**config.mk**
```make
export PLATFORM = sky130hd
export DESIGN_NAME = flash_wp_ctrl
export DESIGN_NICKNAME = d
export VERILOG_FILES = /design/src/rtl/flash_wp_pkg.sv /design/src/rtl/wp_range_decode.sv /design/src/rtl/wp_op_timer.sv /design/src/rtl/wp_permit.sv /design/src/rtl/flash_wp_ctrl.sv
export SDC_FILE = /design/constraint.sdc
export NUM_CORES = 1
export LEC_CHECK = 0
export ABC_AREA = 0
export BUFFER_PORTS_ARGS = -buffer_cell sky130_fd_sc_hd__buf_2
export CAP_MARGIN = 20
export CORE_ASPECT_RATIO = 1.4
export CORE_UTILIZATION = 45
export CTS_CLUSTER_DIAMETER = 100
export CTS_CLUSTER_SIZE = 14
export DETAILED_ROUTE_END_ITERATION = 10
export PLACE_DENSITY = 0.72
export SETUP_SLACK_MARGIN = 0.3
export SLEW_MARGIN = 10
export SYNTH_ARGS = -nofsm -noshare
export SYNTH_HDL_FRONTEND = slang
export SYNTH_SLANG_ARGS = --single-unit
export TNS_END_PERCENT = 20
```
**constraint.sdc**
```tcl
create_clock -name clk -period 4.4 [get_ports clk]
set_input_delay 0.88 -clock clk [delete_from_list [all_inputs] [get_ports clk]]
set_output_delay 0.88 -clock clk [all_outputs]
set_load 0.005 [all_outputs]
```
**src/rtl/flash_wp_pkg.sv**
```systemverilog
package flash_wp_pkg;

    typedef enum logic [2:0] {
        OP_WEN    = 3'd0,
        OP_WDIS   = 3'd1,
        OP_WSTAT  = 3'd2,
        OP_PROG   = 3'd3,
        OP_SERASE = 3'd4,
        OP_BERASE = 3'd5,
        OP_CERASE = 3'd6,
        OP_NONE   = 3'd7
    } wp_op_e;

    typedef struct packed {
        logic       lock;
        logic       bottom;
        logic [2:0] level;
        logic       wel;
        logic       acc;
        logic       rej;
    } wp_regs_t;

endpackage

```
**src/rtl/wp_range_decode.sv**
```systemverilog
module wp_range_decode #(
    parameter int ADDR_W    = 20,
    parameter int BLK_SHIFT = 16
) (
    input  logic                        clk,
    input  logic                        rst_n,
    input  logic [ADDR_W-BLK_SHIFT-1:0] blk_idx,
    input  logic [2:0]                  level,
    input  logic                        bottom,
    output logic                        addr_hit,
    output logic                        any_prot
);
    localparam int BLK_W = ADDR_W - BLK_SHIFT;
    localparam int NBLK  = 1 << BLK_W;

    logic [31:0]     span;
    logic [NBLK-1:0] blk_prot;

    always_comb begin
        if (level == 3'd0) span = 32'd0;
        else               span = 32'd1 << (level - 3'd1);
    end

    for (genvar i = 0; i < NBLK; i++) begin : g_blk
        assign blk_prot[i] = (span != 32'd0) &&
                             ((span >= 32'(NBLK)) ||
                              (bottom ? (32'(i) < span) : (32'(i) >= 32'(NBLK) - span)));
    end

    assign addr_hit = blk_prot[blk_idx];
    assign any_prot = |blk_prot;


    no_level_free_chk: assert property (@(posedge clk) disable iff (!rst_n)
        (level == 3'd0) |-> (!addr_hit && !any_prot));

    some_level_prot_chk: assert property (@(posedge clk) disable iff (!rst_n)
        (level != 3'd0) |-> any_prot);

endmodule

```
**src/rtl/wp_op_timer.sv**
```systemverilog
module wp_op_timer #(
    parameter int BUSY_CYCLES = 8
) (
    input  logic clk,
    input  logic rst_n,
    input  logic start,
    output logic busy_o,
    output logic done_o
);
    localparam int CNT_W = $clog2(BUSY_CYCLES + 1);

    logic [CNT_W-1:0] cnt_d, cnt_q;

    always_comb begin
        cnt_d = cnt_q;
        if (start)                   cnt_d = CNT_W'(BUSY_CYCLES);
        else if (cnt_q != '0)        cnt_d = cnt_q - 1'b1;
    end

    always_ff @(posedge clk or negedge rst_n) begin
        if (!rst_n) cnt_q <= '0;
        else        cnt_q <= cnt_d;
    end

    assign busy_o = (cnt_q != '0);
    assign done_o = (cnt_q == CNT_W'(1));


    start_busy_chk: assert property (@(posedge clk) disable iff (!rst_n)
        start |=> busy_o);

    done_idle_chk: assert property (@(posedge clk) disable iff (!rst_n)
        done_o |=> !busy_o);

    no_restart_chk: assert property (@(posedge clk) disable iff (!rst_n)
        busy_o |-> !start);

endmodule

```
**src/rtl/wp_permit.sv**
```systemverilog
module wp_permit
    import flash_wp_pkg::*;
(
    input  wp_op_e op,
    input  logic   aligned,
    input  logic   busy,
    input  logic   wel,
    input  logic   lock,
    input  logic   wp_n,
    input  logic   addr_hit,
    input  logic   any_prot,
    output logic   permit,
    output logic   timed
);
    logic gate;

    always_comb begin
        gate   = aligned && !busy;
        permit = 1'b0;
        timed  = 1'b0;
        unique case (op)
            OP_WEN, OP_WDIS: permit = gate;
            OP_WSTAT: begin
                permit = gate && wel && !(lock && !wp_n);
                timed  = 1'b1;
            end
            OP_PROG, OP_SERASE, OP_BERASE: begin
                permit = gate && wel && !addr_hit;
                timed  = 1'b1;
            end
            OP_CERASE: begin
                permit = gate && wel && !any_prot;
                timed  = 1'b1;
            end
            default: permit = 1'b0;
        endcase
    end

endmodule

```
**src/rtl/flash_wp_ctrl.sv**
```systemverilog
module flash_wp_ctrl
    import flash_wp_pkg::*;
#(
    parameter int ADDR_W      = 20,
    parameter int BLK_SHIFT   = 16,
    parameter int BUSY_CYCLES = 8
) (
    input  logic              clk,
    input  logic              rst_n,
    input  logic              cmd_valid,
    input  logic [2:0]        cmd_op,
    input  logic [ADDR_W-1:0] cmd_addr,
    input  logic              cmd_byte_aligned,
    input  logic [7:0]        cmd_wdata,
    input  logic              wp_n,
    output logic              cmd_accept,
    output logic              cmd_reject,
    output logic              busy,
    output logic              wel,
    output logic [7:0]        status_byte
);
    wp_regs_t regs_d, regs_q;
    wp_op_e   op;
    logic     addr_hit, any_prot, permit, timed, done, start;
    logic     unused_bits;

    assign op          = wp_op_e'(cmd_op);
    assign unused_bits = ^{cmd_addr[BLK_SHIFT-1:0], cmd_wdata[6], cmd_wdata[1:0]};

    wp_range_decode #(.ADDR_W(ADDR_W), .BLK_SHIFT(BLK_SHIFT)) u_range (
        .clk      (clk),
        .rst_n    (rst_n),
        .blk_idx  (cmd_addr[ADDR_W-1:BLK_SHIFT]),
        .level    (regs_q.level),
        .bottom   (regs_q.bottom),
        .addr_hit (addr_hit),
        .any_prot (any_prot)
    );

    wp_permit u_permit (
        .op       (op),
        .aligned  (cmd_byte_aligned),
        .busy     (busy),
        .wel      (regs_q.wel),
        .lock     (regs_q.lock),
        .wp_n     (wp_n),
        .addr_hit (addr_hit),
        .any_prot (any_prot),
        .permit   (permit),
        .timed    (timed)
    );

    assign start = cmd_valid && permit && timed;

    wp_op_timer #(.BUSY_CYCLES(BUSY_CYCLES)) u_timer (
        .clk    (clk),
        .rst_n  (rst_n),
        .start  (start),
        .busy_o (busy),
        .done_o (done)
    );

    always_comb begin
        regs_d     = regs_q;
        regs_d.acc = 1'b0;
        regs_d.rej = 1'b0;
        if (done) regs_d.wel = 1'b0;
        if (cmd_valid) begin
            if (permit) begin
                regs_d.acc = 1'b1;
                case (op)
                    OP_WEN:  regs_d.wel = 1'b1;
                    OP_WDIS: regs_d.wel = 1'b0;
                    OP_WSTAT: begin
                        regs_d.lock   = cmd_wdata[7];
                        regs_d.bottom = cmd_wdata[5];
                        regs_d.level  = cmd_wdata[4:2];
                    end
                    default: ;
                endcase
            end else begin
                regs_d.rej = 1'b1;
            end
        end
    end

    always_ff @(posedge clk or negedge rst_n) begin
        if (!rst_n) regs_q <= '0;
        else        regs_q <= regs_d;
    end

    assign cmd_accept  = regs_q.acc;
    assign cmd_reject  = regs_q.rej;
    assign wel         = regs_q.wel;
    assign status_byte = {regs_q.lock, 1'b0, regs_q.bottom, regs_q.level, regs_q.wel, busy};


    one_outcome_chk: assert property (@(posedge clk) disable iff (!rst_n)
        cmd_valid |=> (cmd_accept != cmd_reject));

    idle_quiet_chk: assert property (@(posedge clk) disable iff (!rst_n)
        !cmd_valid |=> (!cmd_accept && !cmd_reject));

    wel_needed_chk: assert property (@(posedge clk) disable iff (!rst_n)
        (cmd_valid && cmd_op >= 3'd2 && !wel) |=> cmd_reject);

    lock_pin_chk: assert property (@(posedge clk) disable iff (!rst_n)
        (cmd_valid && cmd_op == 3'd2 && status_byte[7] && !wp_n) |=> cmd_reject);

    partial_byte_chk: assert property (@(posedge clk) disable iff (!rst_n)
        (cmd_valid && !cmd_byte_aligned) |=> cmd_reject);

    busy_reject_chk: assert property (@(posedge clk) disable iff (!rst_n)
        (cmd_valid && busy) |=> cmd_reject);

    wel_drop_chk: assert property (@(posedge clk) disable iff (!rst_n)
        $fell(busy) |-> !wel);

    cfg_hold_chk: assert property (@(posedge clk) disable iff (!rst_n)
        !cmd_valid |=> $stable(status_byte[7:2]));

endmodule

```
# == Word-level counts from Yosys, hierarchy flattened ==
# Index checks and enable logic that the tools add are counted.
# op_classes
mux,28
order_cmp,34
reduce_logical,55
n_addsub,3
shifts,1
eq_ne,7
# op_table
cell,n
$ge A4 B32 Y1 const A,8
$lt A4 B32 Y1 const A,8
$ge A3 B32 Y1 const A,4
$lt A3 B32 Y1 const A,4
$ge A1 B32 Y1 const A,2
$ge A2 B32 Y1 const A,2
$lt A1 B32 Y1 const A,2
$lt A2 B32 Y1 const A,2
$ge A32 B5 Y1 const B,1
$mux W32,1
$reduce_bool A32 Y1,1
$shl A1 B3 Y32 const A,1
$sub A5 B32 Y32 const A,1
$logic_and A1 B1 Y1,24
$mux W1,20
$logic_or A1 B1 Y1,16
$reduce_or A16 Y1,1
$eq A3 B3 Y1 const B,3
$mux W4,2
$eq A3 B2 Y1 const B,2
$logic_not A3 Y1,2
$logic_not A1 Y1,5
$lt A4 B5 Y1 const B,1
$reduce_or A5 Y1,1
other kinds (14),14
# word_totals
out_inout_bits,12
elab_cells,135
register_bits,12
in_bits,36

# == Logic depth before layout (Yosys ltp) ==
# Gate-level depths: netlist (run 1).
# logic_depth
ltp_word,16
mapped_depth,15
mapped_depth_nobuf,11

# == Modules after synthesis ==
# Synthesis (run 1) repeated with hierarchy kept, for this count alone.
# hier_totals
cells_unflattened,187
area_unflattened_um2,1486.4
# by_module_without_submodules
module,area_each_um2,cells_each,seq_area_each_um2,n_inst
wp_range_decode,822.0,125,0.0,1
flash_wp_ctrl,354.1,25,200.2,1
wp_op_timer,246.5,25,100.1,1
wp_permit,63.8,12,0.0,1

# == Worst setup path before layout (run 1) ==
# Ideal clock, no wire load.
# synth_timing
path_type,reg-to-reg
start,reg regs_q[4] (netlist: status_byte[3])
end,reg regs_q[1] (netlist: cmd_accept)
slack_ps,1297
required_time_ps,4281
n_path_buf,3
synth_period_minus_slack_ps,3103
path_stages_with_launch,14
arrival_ps,2984
setup_time_ps,119
cell_sequence,dfrtp_1 buf_6 clkbuf_1 nor3_1 inv_1 ha_1 buf_2 or3_4 o32ai_2 a31oi_1 a211o_1 a311oi_2 o21bai_2 and2_1
# synth_rtl
element,line,text
from (decl),flash_wp_ctrl.sv:22,"wp_regs_t regs_d, regs_q;"
from (signal assigned),flash_wp_ctrl.sv:89,else regs_q <= regs_d;

==> results.yml, run 1 <==
die:
  die_height_um: 69.7
  core_um2: 3120
  fp.dieW_um: 50.4
  io_pins: 48
  die_area_um2: 3510
  num_rows: 24
  start_util_pct: 47.2
finish:
  nets: 247
  area_growth_pct: 10.7
  nFillCells: 316
  final_area_um2: 1630
  drive_gt1_share_pct: 24.9
  fin_cells: 240
  n_antenna_cell: 0
timing:
  skew_ns: 0.00365
  relSlewSlack_pct: 61.7
  hold_ws_ns: 0.506
  timing.setup.tns_ns: 0
  finalHoldViolCount: 0
  maxSlewViolCount: 0
  setup_viol: 0
  fmax_ghz: 0.287
  worst_pin_slew_ns: 0.574
  fin_crit_sh_pct: 79.3
  fin_crit_ns: 3.49
  rsz0062_at_grt: "no"
pwr:
  leakagePower_uw: 0.000706
  power_frac_clock_pct: 24.2
  vdd_drop_max_v: 0.000288
  internal-power_uw: 312
  p_switching_uw: 183
  total_power_uw: 494
  power_frac_comb_pct: 42.6
  sequentialPowerShare_pct: 33.3
  power_density_nw_per_um2: 303
  swShare_pct: 36.9
cts:
  tritoncts: "built"
  clockBufferDepth: 2
  numCtsBuffers: 3
  cts_setup_buffers: 0
  clock-sinks: 12
  clkTransAtPathRegs_ns: 0.05
  htree_levels: 1
  post_cts_resize_count: 0
  hold_buffers: 0
  clock_latency_ns: 0.24
  clockRootBuffer: "clkbuf_8"
critical_path:
  arrival_ns: 3.62
  cp-start-kind: "flip-flop"
  cp_max_fo: 20
  worstSetupPathType: "flip-flop to flip-flop"
  crit_required_ns: 4.53
  cp-end-kind: "flip-flop"
synth:
  ys_top_cells_by_count: "a21oi_1 (14), o21ai_0 (14), inv_1 (13), nand2_1 (13)"
  async_reset_ff_share_pct: 100
  syn_area_um2: 1470
  synth.avg_cell_area_um2: 8.00
  synth-seq-cells: 12
  synth_area_leaders: "dfrtp_1 (20%), ha_1 (7.6%), mux2_4 (5.1%)"
  synthCells: 184
  synth_top_area_share_pct: 20.4
  yosysTopAreaCell: "dfrtp_1"
  synth_cell_types: 55
  synth_nets: 229
  yosysWarningCount: 0
  synth-main-ff-cell: "dfrtp_1"
  ys_seq_area_share_pct: 20.4
  synth_edf_count: 0
place:
  io_buffers: 27
  placed_cell_area_um2: 1580
  place_congestion: 0.872
  dp_hpwl_mm: 2.56
  dpl.cell_count: 236
status:
  status: "complete, no violations"
global_route:
  grt_pass1_vias: 1353
  gr-total-overflow: 0
  grt.total_usage_pct: 20.4
  grt_antenna_before_repair: 0
  grt_pass1_wl_mm: 5.71
  grt_max_degree: 25
routing:
  drcViolationCount: 0
  vias: 1423
  postRouteAntennaNets: 0
  firstDrtPassIters: 5
  routedWlPerCell_um: 14.1
  routed_wl_mm: 3.39
  avgViaCountPerCell: 5.93
  drt-initial-drc-count: 36
job:
  maxCapViolations: 0
min_path:
  hp-class: "input port to asynchronous set/reset pin"
[registers in the layout, summed over array words and instances, names as in the netlist]
name           count
cmd_reject         1
wel                1
status_byte        5
cmd_accept         1
u_timer.cnt_q      4
[worst max-delay path: stages, from the launching register on]
cell      delay, ns
dfrtp_1        0.70
inv_1          0.14
nor3_1         0.35
inv_1          0.14
ha_1           0.35
or3_4          0.37
o32ai_2        0.27
a31oi_1        0.11
a211o_1        0.32
a311oi_2       0.31
o21bai_2       0.14
and2_1         0.17
[path summary, 6_finish.rpt]
check / startpoint / endpoint / slack, ns / depth (start not counted)
max reg2reg: status_byte[2]$_DFFE_PN0P_ / cmd_accept$_DFF_PN0_ / 0.91 / 11
min: rst_n / u_timer.cnt_q[2]$_DFFE_PN0P_ / 0.51 / 1
max in group asynchronous: rst_n / status_byte[3]$_DFFE_PN0P_ / 3.68 / 1
min reg2reg: status_byte[7]$_DFFE_PN0P_ / status_byte[7]$_DFFE_PN0P_ / 0.56 / 1
min in group clk: status_byte[7]$_DFFE_PN0P_ / status_byte[7]$_DFFE_PN0P_ / 0.56 / 1
max: status_byte[2]$_DFFE_PN0P_ / cmd_accept$_DFF_PN0_ / 0.91 / 11
[power by group through the flow]
stage	logic (uW)	clock network (uW)	registers (uW)
2_1_floorplan	170	0	158
6_report	210	119	165
3_5_place_dp	210	0	165
5_1_grt	238	126	170
4_1_cts	212	122	164
3_3_place_gp	207	0	166
[area by class of cell]
| class | instances | area, um2 | area share (%) |
|---|---|---|---|
| Multi-Input combinational cell | 142 | 1020 | 62.5 |
| Sequential cell | 12 | 300 | 18.4 |
| Timing Repair Buffer | 30 | 158 | 9.67 |
| Clock buffer | 4 | 55.1 | 3.38 |
| Inverter | 13 | 48.8 | 2.99 |
| Tap cell | 39 | 48.8 | 2.99 |
[per-layer routing]
layer / global-route usage (%) / vias up / routed length [um]
li1: - / 701 / -
met1: 24.4 / 662 / 1400
met2: 35.9 / 46 / 1740
met3: 0.658 / 14 / 114
met4: 10.8 / 0 / 133
met5: 0 / - / 0
[per-stage QoR]
step	utilization (%)	setup slack [ns]
after floorplan	-	1.30
after global placement	50.4	0.917
after detailed placement	50.4	0.931
after CTS	52.2	0.912
after global routing	52.2	0.612
final	52.2	0.913
[cell usage in the layout (no fill, tap or decap), types with 3 or more instances in the layout]
cell type  netlist  routed
dfrtp_1         12      12
o21ai_0         14      14
ha_1             9       9
o211ai_1         3       3
inv_1           13      13
nand3_1          6       6
buf_4            5       3
buf_2            5      27
nor2_1          12      12
or3_1            3       3
nand2_1         13      13
clkbuf_8         0       4
nand2b_1         4       4
nor2b_1          3       3
a21oi_1         14      14
a31oi_1          5       5
mux2_4           5       5
nor3_1           4       4
[cells by family (layout without fill, tap and decap cells)]
family	count (synthesis)	count (layout)	share of synthesized area [%]
flip-flops	12	12	20.4
buffers and inverters	30	47	10.4
other	2	2	0.510
XOR/XNOR	2	2	1.19
multiplexers	6	6	5.86
AO/OA/AOI/OAI	60	60	28.7
AND/OR/NAND/NOR	63	63	25.3
adder cells (fa/ha/maj)	9	9	7.65
No activity file was read; power rests on OpenSTA's default activity.
==> run 2: changes to the inputs <==
Settings changed: PLACE_DENSITY 0.72 to 0.75.
Clock period 4.4 ns to 3.08 ns, I/O delays scaled along.
==> run 2 against run 1 <==
Net effect: via count up 4.1%; global-route usage rose by 1.9 points; sequential share of layout area is 0.85 points lower; total power up 46%; count of clock-buffer cells in the layout is the same; combinational power up 51%; largest cell class unchanged; largest power group unchanged; highest routed layer unchanged.
==> results.yml, run 2 (same netlist as run 1, synthesis figures left out) <==
timing:
  skew_ns: 0.00452
  setup_viol: 0
  worst_pin_slew_ns: 0.602
  finalHoldViolCount: 0
  rsz0062_at_grt: "yes"
  fin_crit_sh_pct: 87.6
  relSlewSlack_pct: 59.4
  timing.setup.tns_ns: 0
  setup_slack_ns: 0.382
  maxSlewViolCount: 0
  fmax_ghz: 0.371
  fin_crit_ns: 2.70
min_path:
  hp-class: "input port to asynchronous set/reset pin"
routing:
  drcViolationCount: 0
  firstDrtPassIters: 4
  routedWlPerCell_um: 15.6
  routed_wl_mm: 3.82
  vias: 1481
  postRouteAntennaNets: 0
  avgViaCountPerCell: 6.04
  drt-initial-drc-count: 67
pwr:
  power_frac_comb_pct: 44.0
  leakagePower_uw: 0.000739
  internal-power_uw: 454
  p_switching_uw: 270
  vdd_drop_max_v: 0.000395
  swShare_pct: 37.3
  power_density_nw_per_um2: 422
  sequentialPowerShare_pct: 32.2
  power_frac_clock_pct: 23.8
critical_path:
  cp-start-kind: "flip-flop"
  worstSetupPathType: "flip-flop to flip-flop"
  cp_top_family: "compound AO/OA/AOI/OAI gates"
  cp_common_cell: "a211o_1"
  path_buf_inv: 0
  max_stage_delay_ns: 0.54
  path_cells: "nand2_1 -> ha_1 -> or3b_2 -> a211o_1 -> a211o_1 -> a311oi_2 -> o21bai_2 -> and2_1"
  cp_slowest_cell: "or3b_2"
  crit_required_ns: 3.21
  cp.depth: 8
  cp_max_fo: 5
  cp-end-kind: "flip-flop"
  rr_worst_depth: 8
  arrival_ns: 2.83
place:
  preCtsSetupSlack_ns: 0.313
  dp_hpwl_mm: 2.71
  io_buffers: 27
  place_congestion: 0.945
global_route:
  grt.total_usage_pct: 22.3
  gr-total-overflow: 0
  grt_pass1_wl_mm: 6.24
  grt_pass1_vias: 1414
  grt_max_degree: 20
  grt_antenna_before_repair: 0
finish:
  area_growth_pct: 16.6
  nets: 252
  largest_register_ffs: 5
  layout_commonest_cell: "buf_2"
  nFillCells: 315
  n_antenna_cell: 0
  final_cell_mix: "buf_2 (27), o21ai_0 (14), a21oi_1 (14)"
  drive_gt1_share_pct: 30.6
die:
  die_height_um: 69.7
  num_rows: 24
  die_area_um2: 3510
  start_util_pct: 47.2
  core_um2: 3120
  fp.dieW_um: 50.4
  io_pins: 48
cts:
  tritoncts: "built"
  clock_latency_ns: 0.24
  clockRootBuffer: "clkbuf_8"
  clkTransAtPathRegs_ns: 0.06
  numCtsBuffers: 3
  clockBufferDepth: 2
  htree_levels: 1
  clock-sinks: 12
job:
  maxCapViolations: 0
status:
  status: "complete, no violations"
==> run 2: cell types whose count changed in the layout (fill, tap and decap cells not counted), moves of 2 or more <==
cell    delta
buf_4      +5
inv_1      -2
inv_2      +2
nor3_1     -2
==> run 2: through the flow <==
step           utilization [%]  cells  instance area (um2)  hold slack (ns)  total power (uW)
2_1_floorplan                -    184                 1520            0.320               477
3_3_place_gp              51.6    239                 1610            0.511               534
3_5_place_dp              51.6    239                 1610            0.511               541
4_1_cts                   53.4    243                 1670            0.255               715
5_1_grt                   55.0    245                 1720            0.273               783
6_report                  55.0    245                 1720            0.254               724
==> run 2: repair_timing <==
action	in CTS	in global routing
pin swaps	0	2
hold buffers	0	0
setup buffers	0	2
endpoints found under the setup margin	1	10
gates resized for setup	0	6
cloned	0	0
==> run 2: worst reg2reg max path: cells and delay by family (launching register included) <==
| kind | cells | cell delay, ns |
|---|---|---|
| flops | 1 | 0.44 |
| simple gates | 3 | 0.89 |
| fa+ha+maj | 1 | 0.27 |
| compound gates | 4 | 0.99 |
==> run 2: area by class of cell <==
| type | count | area (um2) | share of cell area (%) |
|---|---|---|---|
| Multi-Input combinational cell | 142 | 1070 | 62.2 |
| Sequential cell | 12 | 302 | 17.6 |
| Timing Repair Buffer | 35 | 195 | 11.4 |
| Clock buffer | 4 | 55.1 | 3.21 |
| Inverter | 13 | 48.8 | 2.84 |
| Tap cell | 39 | 48.8 | 2.84 |
==> run 2: layer usage <==
| metal | up-vias | GRT usage (%) | part of all wire, % |
|---|---|---|---|
| met4 | 0 | 8.02 | 2.1 |
| met1 | 701 | 26.8 | 40 |
| met2 | 58 | 39.4 | 53 |
| met5 | - | 0 | 0 |
| li1 | 712 | - | - |
| met3 | 10 | 2.63 | 4.5 |
==> run 2: power groups by stage <==
stage / clock network, uW / registers [uW] / logic (uW)
final: 172 / 233 / 318
after CTS: 175 / 233 / 307
after global placement: 0 / 235 / 300
after floorplan: 0 / 226 / 251
after global routing: 181 / 237 / 366
after detailed placement: 0 / 236 / 305
==> run 2: final timing paths <==
kind | start | to | slack, ns
worst max-delay path | status_byte[4]$_DFFE_PN0P_ | cmd_accept$_DFF_PN0_ | 0.38
worst min-delay path | rst_n | u_timer.cnt_q[1]$_DFFE_PN0P_ | 0.25
worst max register to register | status_byte[4]$_DFFE_PN0P_ | cmd_accept$_DFF_PN0_ | 0.38
max in group asynchronous | rst_n | status_byte[3]$_DFFE_PN0P_ | 2.57
worst min register to register | status_byte[7]$_DFFE_PN0P_ | status_byte[7]$_DFFE_PN0P_ | 0.54
min in group clk | status_byte[7]$_DFFE_PN0P_ | status_byte[7]$_DFFE_PN0P_ | 0.54
